--- config.mk ---
export PLATFORM = sky130hd
export DESIGN_NAME = fsp_poller
export DESIGN_NICKNAME = d
export VERILOG_FILES = /design/src/rtl/fsp_pkg.sv /design/src/rtl/fsp_status_eval.sv /design/src/rtl/fsp_poll_budget.sv /design/src/rtl/fsp_poller.sv
export SDC_FILE = /design/constraint.sdc
export NUM_CORES = 1
export LEC_CHECK = 0
export BUFFER_PORTS_ARGS = -buffer_cell sky130_fd_sc_hd__clkbuf_2
export CAP_MARGIN = 0
export CORE_MARGIN = 2
export CORE_UTILIZATION = 48
export DETAILED_ROUTE_END_ITERATION = 10
export PLACE_DENSITY = 0.82
export SLEW_MARGIN = 20
export SYNTH_ARGS = -nofsm -noshare
export SYNTH_HDL_FRONTEND = slang
export SYNTH_SLANG_ARGS = --single-unit
--- constraint.sdc ---
create_clock -name clk -period 3.5 [get_ports clk]
set_input_delay 0.525 -clock clk [delete_from_list [all_inputs] [get_ports clk]]
set_output_delay 0.525 -clock clk [all_outputs]
set_load 0.005 [all_outputs]
--- src/rtl/fsp_pkg.sv ---
package fsp_pkg;

    typedef enum logic [1:0] {
        OP_PROG_WORD  = 2'd0,
        OP_PROG_BUF   = 2'd1,
        OP_ERASE_SECT = 2'd2,
        OP_ERASE_CHIP = 2'd3
    } op_kind_e;

    typedef enum logic [2:0] {
        RES_NONE     = 3'd0,
        RES_OK       = 3'd1,
        RES_DEV_FAIL = 3'd2,
        RES_ABORT    = 3'd3,
        RES_TIMEOUT  = 3'd4
    } result_e;

    typedef enum logic [2:0] {
        ST_IDLE,
        ST_FIRST,
        ST_POLL,
        ST_RECHECK,
        ST_CONFIRM
    } state_e;

    typedef enum logic [1:0] {
        V_BUSY,
        V_DONE,
        V_ABORT,
        V_FLAG
    } verdict_e;

    // Status bit positions decoded from the device status byte
    localparam int BIT_DPOLL = 7;
    localparam int BIT_TOG   = 6;
    localparam int BIT_TLIM  = 5;
    localparam int BIT_ABRT  = 1;

endpackage

--- src/rtl/fsp_status_eval.sv ---
module fsp_status_eval
    import fsp_pkg::*;
#(
    parameter int DATA_W = 8
) (
    input  logic [DATA_W-1:0] cur,
    input  logic [DATA_W-1:0] prev,
    input  logic [1:0]        kind,
    input  logic              exp_bit,
    output logic              toggled,
    output verdict_e          verdict
);

    logic is_prog;
    logic is_buf;

    always_comb begin
        is_prog = (kind == OP_PROG_WORD) || (kind == OP_PROG_BUF);
        is_buf  = (kind == OP_PROG_BUF);
        toggled = cur[BIT_TOG] ^ prev[BIT_TOG];
        if (!toggled) begin
            if (is_prog && (cur[BIT_DPOLL] != exp_bit)) begin
                verdict = V_BUSY;
            end else begin
                verdict = V_DONE;
            end
        end else if (is_buf && cur[BIT_ABRT]) begin
            verdict = V_ABORT;
        end else if (cur[BIT_TLIM]) begin
            verdict = V_FLAG;
        end else begin
            verdict = V_BUSY;
        end
    end

endmodule

--- src/rtl/fsp_poll_budget.sv ---
module fsp_poll_budget #(
    parameter int CNT_W = 16
) (
    input  logic             clk,
    input  logic             rst_n,
    input  logic             clear,
    input  logic             bump,
    input  logic [CNT_W-1:0] limit,
    output logic             exhausted
);

    localparam int EXT_W = CNT_W + 1;

    logic [CNT_W-1:0] count_q;
    logic [EXT_W-1:0] count_next;

    always_comb begin
        count_next = {1'b0, count_q} + EXT_W'(1);
        exhausted  = (count_next >= {1'b0, limit});
    end

    always_ff @(posedge clk) begin
        if (!rst_n || clear) begin
            count_q <= '0;
        end else if (bump) begin
            count_q <= count_next[CNT_W-1:0];
        end
    end

    // the verdict count never passes the budget
    assert_no_overflow_R8: assert property (@(posedge clk) disable iff (!rst_n)
        (count_q < limit) || (count_q == '0));

endmodule

--- src/rtl/fsp_poller.sv ---
module fsp_poller
    import fsp_pkg::*;
#(
    parameter int ADDR_W = 22,
    parameter int DATA_W = 8,
    parameter int CNT_W  = 16
) (
    input  logic              clk,
    input  logic              rst_n,
    input  logic              start,
    input  logic [1:0]        op_kind,
    input  logic [ADDR_W-1:0] poll_addr,
    input  logic [DATA_W-1:0] exp_data,
    input  logic [CNT_W-1:0]  max_polls,
    output logic              rd_req,
    output logic [ADDR_W-1:0] rd_addr,
    input  logic              rd_ack,
    input  logic [DATA_W-1:0] rd_data,
    output logic              busy,
    output logic              done,
    output logic [2:0]        result
);

    state_e            state_q, state_d;
    logic [ADDR_W-1:0] addr_q;
    logic [1:0]        kind_q;
    logic              expbit_q;
    logic [CNT_W-1:0]  limit_q;
    logic [DATA_W-1:0] prev_q;
    result_e           pend_q, pend_d;
    result_e           result_q;
    logic              done_q;

    logic              accept;
    logic              fire;
    logic              fin;
    result_e           fin_code;
    logic              bump;
    logic              exhausted;
    logic              toggled;
    verdict_e          verdict;

    fsp_status_eval #(.DATA_W(DATA_W)) u_eval (
        .cur     (rd_data),
        .prev    (prev_q),
        .kind    (kind_q),
        .exp_bit (expbit_q),
        .toggled (toggled),
        .verdict (verdict)
    );

    fsp_poll_budget #(.CNT_W(CNT_W)) u_budget (
        .clk       (clk),
        .rst_n     (rst_n),
        .clear     (accept),
        .bump      (bump),
        .limit     (limit_q),
        .exhausted (exhausted)
    );

    always_comb begin
        accept   = (state_q == ST_IDLE) && start;
        fire     = rd_req && rd_ack;
        state_d  = state_q;
        pend_d   = pend_q;
        fin      = 1'b0;
        fin_code = RES_NONE;
        bump     = 1'b0;
        unique case (state_q)
            ST_IDLE: begin
                if (start) state_d = ST_FIRST;
            end
            ST_FIRST: begin
                if (fire) state_d = ST_POLL;
            end
            ST_POLL: begin
                if (fire) begin
                    unique case (verdict)
                        V_DONE: begin
                            state_d  = ST_IDLE;
                            fin      = 1'b1;
                            fin_code = RES_OK;
                        end
                        V_ABORT: begin
                            state_d = ST_CONFIRM;
                            pend_d  = RES_ABORT;
                        end
                        V_FLAG: begin
                            state_d = ST_RECHECK;
                        end
                        V_BUSY: begin
                            if (exhausted) begin
                                state_d  = ST_IDLE;
                                fin      = 1'b1;
                                fin_code = RES_TIMEOUT;
                            end else begin
                                bump = 1'b1;
                            end
                        end
                    endcase
                end
            end
            ST_RECHECK: begin
                if (fire) begin
                    if (toggled) begin
                        state_d = ST_CONFIRM;
                        pend_d  = RES_DEV_FAIL;
                    end else begin
                        state_d  = ST_IDLE;
                        fin      = 1'b1;
                        fin_code = RES_OK;
                    end
                end
            end
            ST_CONFIRM: begin
                if (fire) begin
                    state_d  = ST_IDLE;
                    fin      = 1'b1;
                    fin_code = pend_q;
                end
            end
            default: state_d = ST_IDLE;
        endcase
    end

    always_ff @(posedge clk) begin
        if (!rst_n) begin
            state_q  <= ST_IDLE;
            addr_q   <= '0;
            kind_q   <= '0;
            expbit_q <= 1'b0;
            limit_q  <= '0;
            prev_q   <= '0;
            pend_q   <= RES_NONE;
            result_q <= RES_NONE;
            done_q   <= 1'b0;
        end else begin
            state_q <= state_d;
            pend_q  <= pend_d;
            done_q  <= fin;
            if (accept) begin
                addr_q   <= poll_addr;
                kind_q   <= op_kind;
                expbit_q <= exp_data[BIT_DPOLL];
                limit_q  <= max_polls;
                result_q <= RES_NONE;
                pend_q   <= RES_NONE;
            end
            if (fire) prev_q <= rd_data;
            if (fin) result_q <= fin_code;
        end
    end

    always_comb begin
        rd_req  = (state_q != ST_IDLE);
        rd_addr = addr_q;
        busy    = (state_q != ST_IDLE);
        done    = done_q;
        result  = result_q;
    end

    // request is held with a stable address until acknowledged
    assert_req_hold_R11: assert property (@(posedge clk) disable iff (!rst_n)
        (rd_req && !rd_ack) |=> (rd_req && $stable(rd_addr)));

    // done lasts one cycle
    assert_done_pulse_R9: assert property (@(posedge clk) disable iff (!rst_n)
        done |=> !done);

    // done always carries an outcome
    assert_done_code_R9: assert property (@(posedge clk) disable iff (!rst_n)
        done |-> (result != 3'd0));

    // outcome held while idle and no start
    assert_result_sticky_R9: assert property (@(posedge clk) disable iff (!rst_n)
        (!busy && !start) |=> $stable(result));

    // a start while busy does not move the poll address
    assert_start_ignored_R10: assert property (@(posedge clk) disable iff (!rst_n)
        (busy && start) |=> $stable(rd_addr));

endmodule

[Yosys cells after proc, flatten, opt, wreduce, memory -nomap -nowiden]
Index checks and enable logic that the tools add are counted.
Word-level totals
  register bits: 74
  latch bits: 0
  bits in writable memories: 0
  memory bits (read-only): 0
  input bits: 60
  output and inout bits: 28
  word-level logic and storage cells: 85
  memories: 0
Operators by class
  $add $sub $neg: 1
  multiply operators: 0
  divide/modulo/power cells: 0
  order comparisons: 1
  equal/unequal tests: 17
  shift-type cells: 0
  muxes and demuxes: 38
  bitwise gates (word level): 2
  reductions and logical operators: 16
Operator list (count)
  3-bit two-way mux: 16
  16-bit by 1-bit adder with 17-bit output, second input constant: 1
  17-bit by 16-bit greater-or-equal comparator with 1-bit output: 1
  3-bit one-hot mux with 5 select lines: 1
  1-bit two-way mux: 12
  2-bit inequality test, second input constant: 6
  3-bit one-hot mux with 2 select lines: 2
  3-bit one-hot mux with 4 select lines: 1
  3-bit one-hot mux with 3 select lines: 1
  3-bit by 2-bit == test with 1-bit output, second input constant: 2
  2-bit two-way mux: 3
  6-bit AND reduction: 1
  5-bit AND reduction: 1
  2-bit by 1-bit == test with 1-bit output, second input constant: 2
  2-bit == test, second input constant: 2
  1-bit logical AND: 4
  2-bit zero test: 2
  2-bit nonzero test: 2
  3-bit by 1-bit == test with 1-bit output, second input constant: 1
  3-bit == test, second input constant: 1
  3-bit zero test: 1
  3-bit inequality test, second input constant: 1
  1-bit one-hot mux with 3 select lines: 1
  3-bit nonzero test: 1
  other kinds (8): 9

[Depth between registers and ports, before layout]
  depth in word-level cells: 10
  depth in mapped cells: 15
  gate-level depth less buffers: 13

[By module]
From an unflattened synthesis, not the netlist that was laid out.
Unflattened totals
  cells, all modules: 449
  area total of the unflattened synthesis: 3756.1 um^2
By module, submodules not included
  fsp_poller: times used 1, cells each 274, area each 2337.2 um^2, seq. area each 1161.1 um^2
  fsp_poll_budget: times used 1, cells each 167, area each 1355.0 um^2, seq. area each 320.3 um^2
  fsp_status_eval: times used 1, cells each 8, area each 63.8 um^2, seq. area each 0.0 um^2

[Least setup slack after synthesis]
No wires, ideal clock.
  path type: reg2reg
  start point: register u_budget.count_q[0]
  end point: register state_q[2]
  library setup time: 59 ps
  arrival: 3486 ps
  required time: 3441 ps
  slack: -45 ps
  stages on the path, launching flop included: 14
  buffers on the path: 0
  period minus slack after synthesis: 3545 ps
  path through: dfxtp_1 > ha_1 > nand3_1 > nor3_2 > and3_1 > xnor2_1 > ha_1 > nand4_1 > nor4_1 > nor3_1 > o2bb2ai_1 > o31ai_1 > nor4_1 > o21a_1
Between the ends
  word-level cells in the longest chain between the ends: 4
RTL lines
  from (decl): line fsp_poll_budget.sv:14  | logic [CNT_W-1:0] count_q;
  from (signal assigned): line fsp_poll_budget.sv:26  | count_q <= count_next[CNT_W-1:0];
  16-bit by 1-bit adder with 17-bit output: line fsp_poll_budget.sv:18  | count_next = {1'b0, count_q} + EXT_W'(1);
  net u_budget.count_next[10]: line fsp_poll_budget.sv:15  | logic [EXT_W-1:0] count_next;
  17-bit by 16-bit greater-or-equal comparator with 1-bit output: line fsp_poll_budget.sv:19  | exhausted = (count_next >= {1'b0, limit});
  3-bit inequality test (no line)
  6-bit AND reduction (no line)
  to (signal assigned): line fsp_poller.sv:138  | state_q <= state_d;
  to (decl): line fsp_poller.sv:24  | state_e state_q, state_d;
The timed path passes the listed nets, and every way through them passes these cells.
A chain may end at the register's enable or synchronous reset.

[Worst setup path after layout]
Ends and elaborated chain as after synthesis.

==> impl_metrics.csv <==
group,metric,value,unit
run_status,status,"complete, no violations",
synth,yosys.area_share.simple,24.0,%
timing,tightest_slew,0.857,ns
setup_path,startpoint_type,"register",
synth,syn_area,3380,sq um
routing,avgRoutedWirePerCell,13.1,um
placed_design,portBuffers,76,
setup_path,crit_path_end_kind,"register",
synth,synth_top_area_cell,"dfxtp_1",
cts,ctsHtreeMaxLevel,3,
routing,drt-initial-drc-count,178,
cells_and_area,final_cell_mix,"nand2_1 (102), clkbuf_2 (76), dfxtp_1 (66)",
global_routing,busiest_layer,"met2",
synth,synth_compound_area_share,18.0,%
cts,clkTransAtPathRegs,0.07,ns
timing,timing.fmax,0.298,GHz
routing,drc,0,
cells_and_area,nNetsFinal,572,
routing,first_pass_iters,4,
cells_and_area,final_common_cell,"nand2_1",
setup_path,required,3.73,ns
cells_and_area,syn_to_final_growth,22.5,%
timing,period_minus_slack,3.35,ns
cells_and_area,stdcell_area,4140,sq um
die,row_count,30,
setup_path,critPathArrivalTime,3.58,ns
die,initial_core_util,49.8,%
setup_path,crit_fanout,6,
global_routing,grt-ovfl-total,0,
timing,slew_violations,0,
cts,cts-root-buf,"clkbuf_8",
synth,synthAdderAreaFrac,6.29,%
synth,synthXorXnorAreaFrac,6.47,%
synth,syn_area_per_cell,8.09,sq um
setup_path,path_class,"reg2reg",
die,die_y,87.9,um
cells_and_area,drive_gt1_share,24.6,%
synth,synth-seq-area-share,39.7,%
global_routing,use_met2,37.6,%
cts,cts_buffers,9,
cts,cts.path.max_buffers,2,
global_routing,track_usage,21.3,%
die,fp.coreArea,6790,sq um
synth,synthDistinctLibCells,43,
synth,synthDominantCellAreaShare,39.7,%
synth,yosys-top-cells-area,"dfxtp_1 (40%), nand2_1 (11%), a21boi_0 (10%), ha_1 (6.3%), xnor2_1 (5.2%)",
global_routing,grtUsageMet1,24.4,%
synth,synth_top_family_by_area,"simple AND/OR/NAND/NOR gates",
power,power_density,526,nW/um^2
power,p_leak,1.77,nW
placed_design,post_dp_cell_area,3880,sq um
synth,synth_edf_count,0,
routing,routed_wl,7790,um
cts,cts_tree,"yes",
die,pin_count,88,
placed_design,place.gp.congestion,0.872,
cts,clock_latency,0.35,ns
timing,hold_violations,0,
timing,slew_headroom,42.9,%
synth,synth_flop_cell,"dfxtp_1",
synth,ys_seq_elements,67,
routing,ant_nets,0,
routing,viasPerCell,5.22,
cts,numClockSinks,67,
synth,muxShareOfSynthArea,0,%
synth,syn_nets,495,
routing,vias,3112,
power,ir_worst_vdd,467,uV
timing,post-route-period-util,95.8,%
worst_hold_path,min_path_type,"in2reg",
global_routing,grt_max_degree,55,
global_routing,grt_pass1_wl,12900,um
cells_and_area,diodes,0,
synth,async_flop_share,0,%
synth,syn_inst,418,
timing,finClkSkew,0.00612,ns
global_routing,grt_use_met3,6.88,%
global_routing,antenna_found_initial,0,
job,max_cap_violations,0,
global_routing,grt_pass1_vias,2969,
timing,finalSetupTns,0,ns
timing,rsz0062_at_grt,"no",
die,fp.dieArea,7730,sq um
die,die-width,87.9,um
synth,synth_warnings,0,
timing,holdWs,0.407,ns
timing,finalSetupViolations,0,
placed_design,dp_hpwl,5520,um
==> metrics by stage <==
| step | utilization [%] | std cells | setup WS [ns] | power [mW] |
|---|---|---|---|---|
| floorplan | - | 418 | 0.168 | 1.31 |
| global placement | 57.1 | 580 | 0.215 | 1.49 |
| detailed placement | 57.1 | 580 | 0.0986 | 1.52 |
| CTS | 60.3 | 596 | 0.0256 | 2.19 |
| global route | 61.0 | 596 | 0.00455 | 2.32 |
| finish | 61.0 | 596 | 0.148 | 2.18 |
==> cells by family after synthesis <==
group / count (synthesis)
DFF: 67
buffers and inverters: 45
adders and majority gates: 17
and+or+nand+nor: 178
AOI/OAI and AO/OA: 86
xor gates and xnor gates: 25
==> per-layer routing <==
layer	routed length [um]	vias to the layer above
met2	3980	92
li1	-	1566
met5	0	-
met3	464	11
met1	3240	1443
met4	102	0
==> cell usage after synthesis (2+ instances only) <==
library cell / n
nand2_1: 103
dfxtp_1: 67
a21boi_0: 45
inv_1: 22
xnor2_1: 20
clkbuf_1: 19
nor2_1: 19
ha_1: 17
nand3_1: 16
a21oi_1: 9
nor4_1: 9
o21ai_0: 9
nand4_1: 7
and2_1: 6
a21o_1: 5
xor2_1: 5
and3_1: 4
a31o_2: 3
nor3_1: 3
o21a_1: 3
a211oi_1: 2
a31oi_1: 2
and4_1: 2
buf_6: 2
==> final cells by class <==
type | instances | area [sq um]
Fill cell | 562 | 2650
Multi-Input combinational cell | 306 | 1900
Sequential cell | 67 | 1340
Timing Repair Buffer | 89 | 482
Clock buffer | 12 | 165
Tap cell | 96 | 120
Inverter | 22 | 82.6
Clock inverter | 4 | 47.5
==> repair_timing <==
action,in CTS,in global routing
setup buffers,0,0
hold buffers,0,0
setup endpoints to repair,3,24
cloned,0,0
resized for setup,1,10
pin swaps,0,2
==> report_power, final <==
| part | internal [mW] | total, mW | switching, mW |
|---|---|---|---|
| Clock | 0.385 | 0.671 | 0.287 |
| Combinational | 0.227 | 0.596 | 0.369 |
| Sequential | 0.853 | 0.914 | 0.0611 |
==> worst paths after layout <==
| path | from | endpoint | slack (ns) | cells past startpoint |
|---|---|---|---|---|
| setup / recovery | u_budget.count_q[0] | state_q[2] | 0.15 | 14 |
| hold / removal | poll_addr[21] | rd_addr[21] | 0.41 | 3 |
| setup reg to reg | u_budget.count_q[0] | state_q[2] | 0.15 | 14 |
| hold reg to reg | rd_addr[18] | rd_addr[18] | 0.47 | 2 |
==> critical path: stages, from the launching register on <==
cell       delay (ns)
dfxtp_1          0.41
and3_1           0.22
and4_1           0.29
and2_2           0.25
nand4_1          0.20
xnor2_1          0.18
ha_1             0.30
nand4_1          0.17
nor4_1           0.27
nor3_1           0.09
o2bb2ai_2        0.24
o31ai_2          0.12
buf_4            0.15
and2_1           0.16
o21a_1           0.17
==> sequential cells by signal, indices dropped and copies added (netlist names), 2 cells and up <==
signal            count
kind_q                2
state_q               3
u_budget.count_q     16
limit_q              16
pend_q                2
rd_addr              22
result                3
No activity file was read; power rests on OpenSTA's default activity.
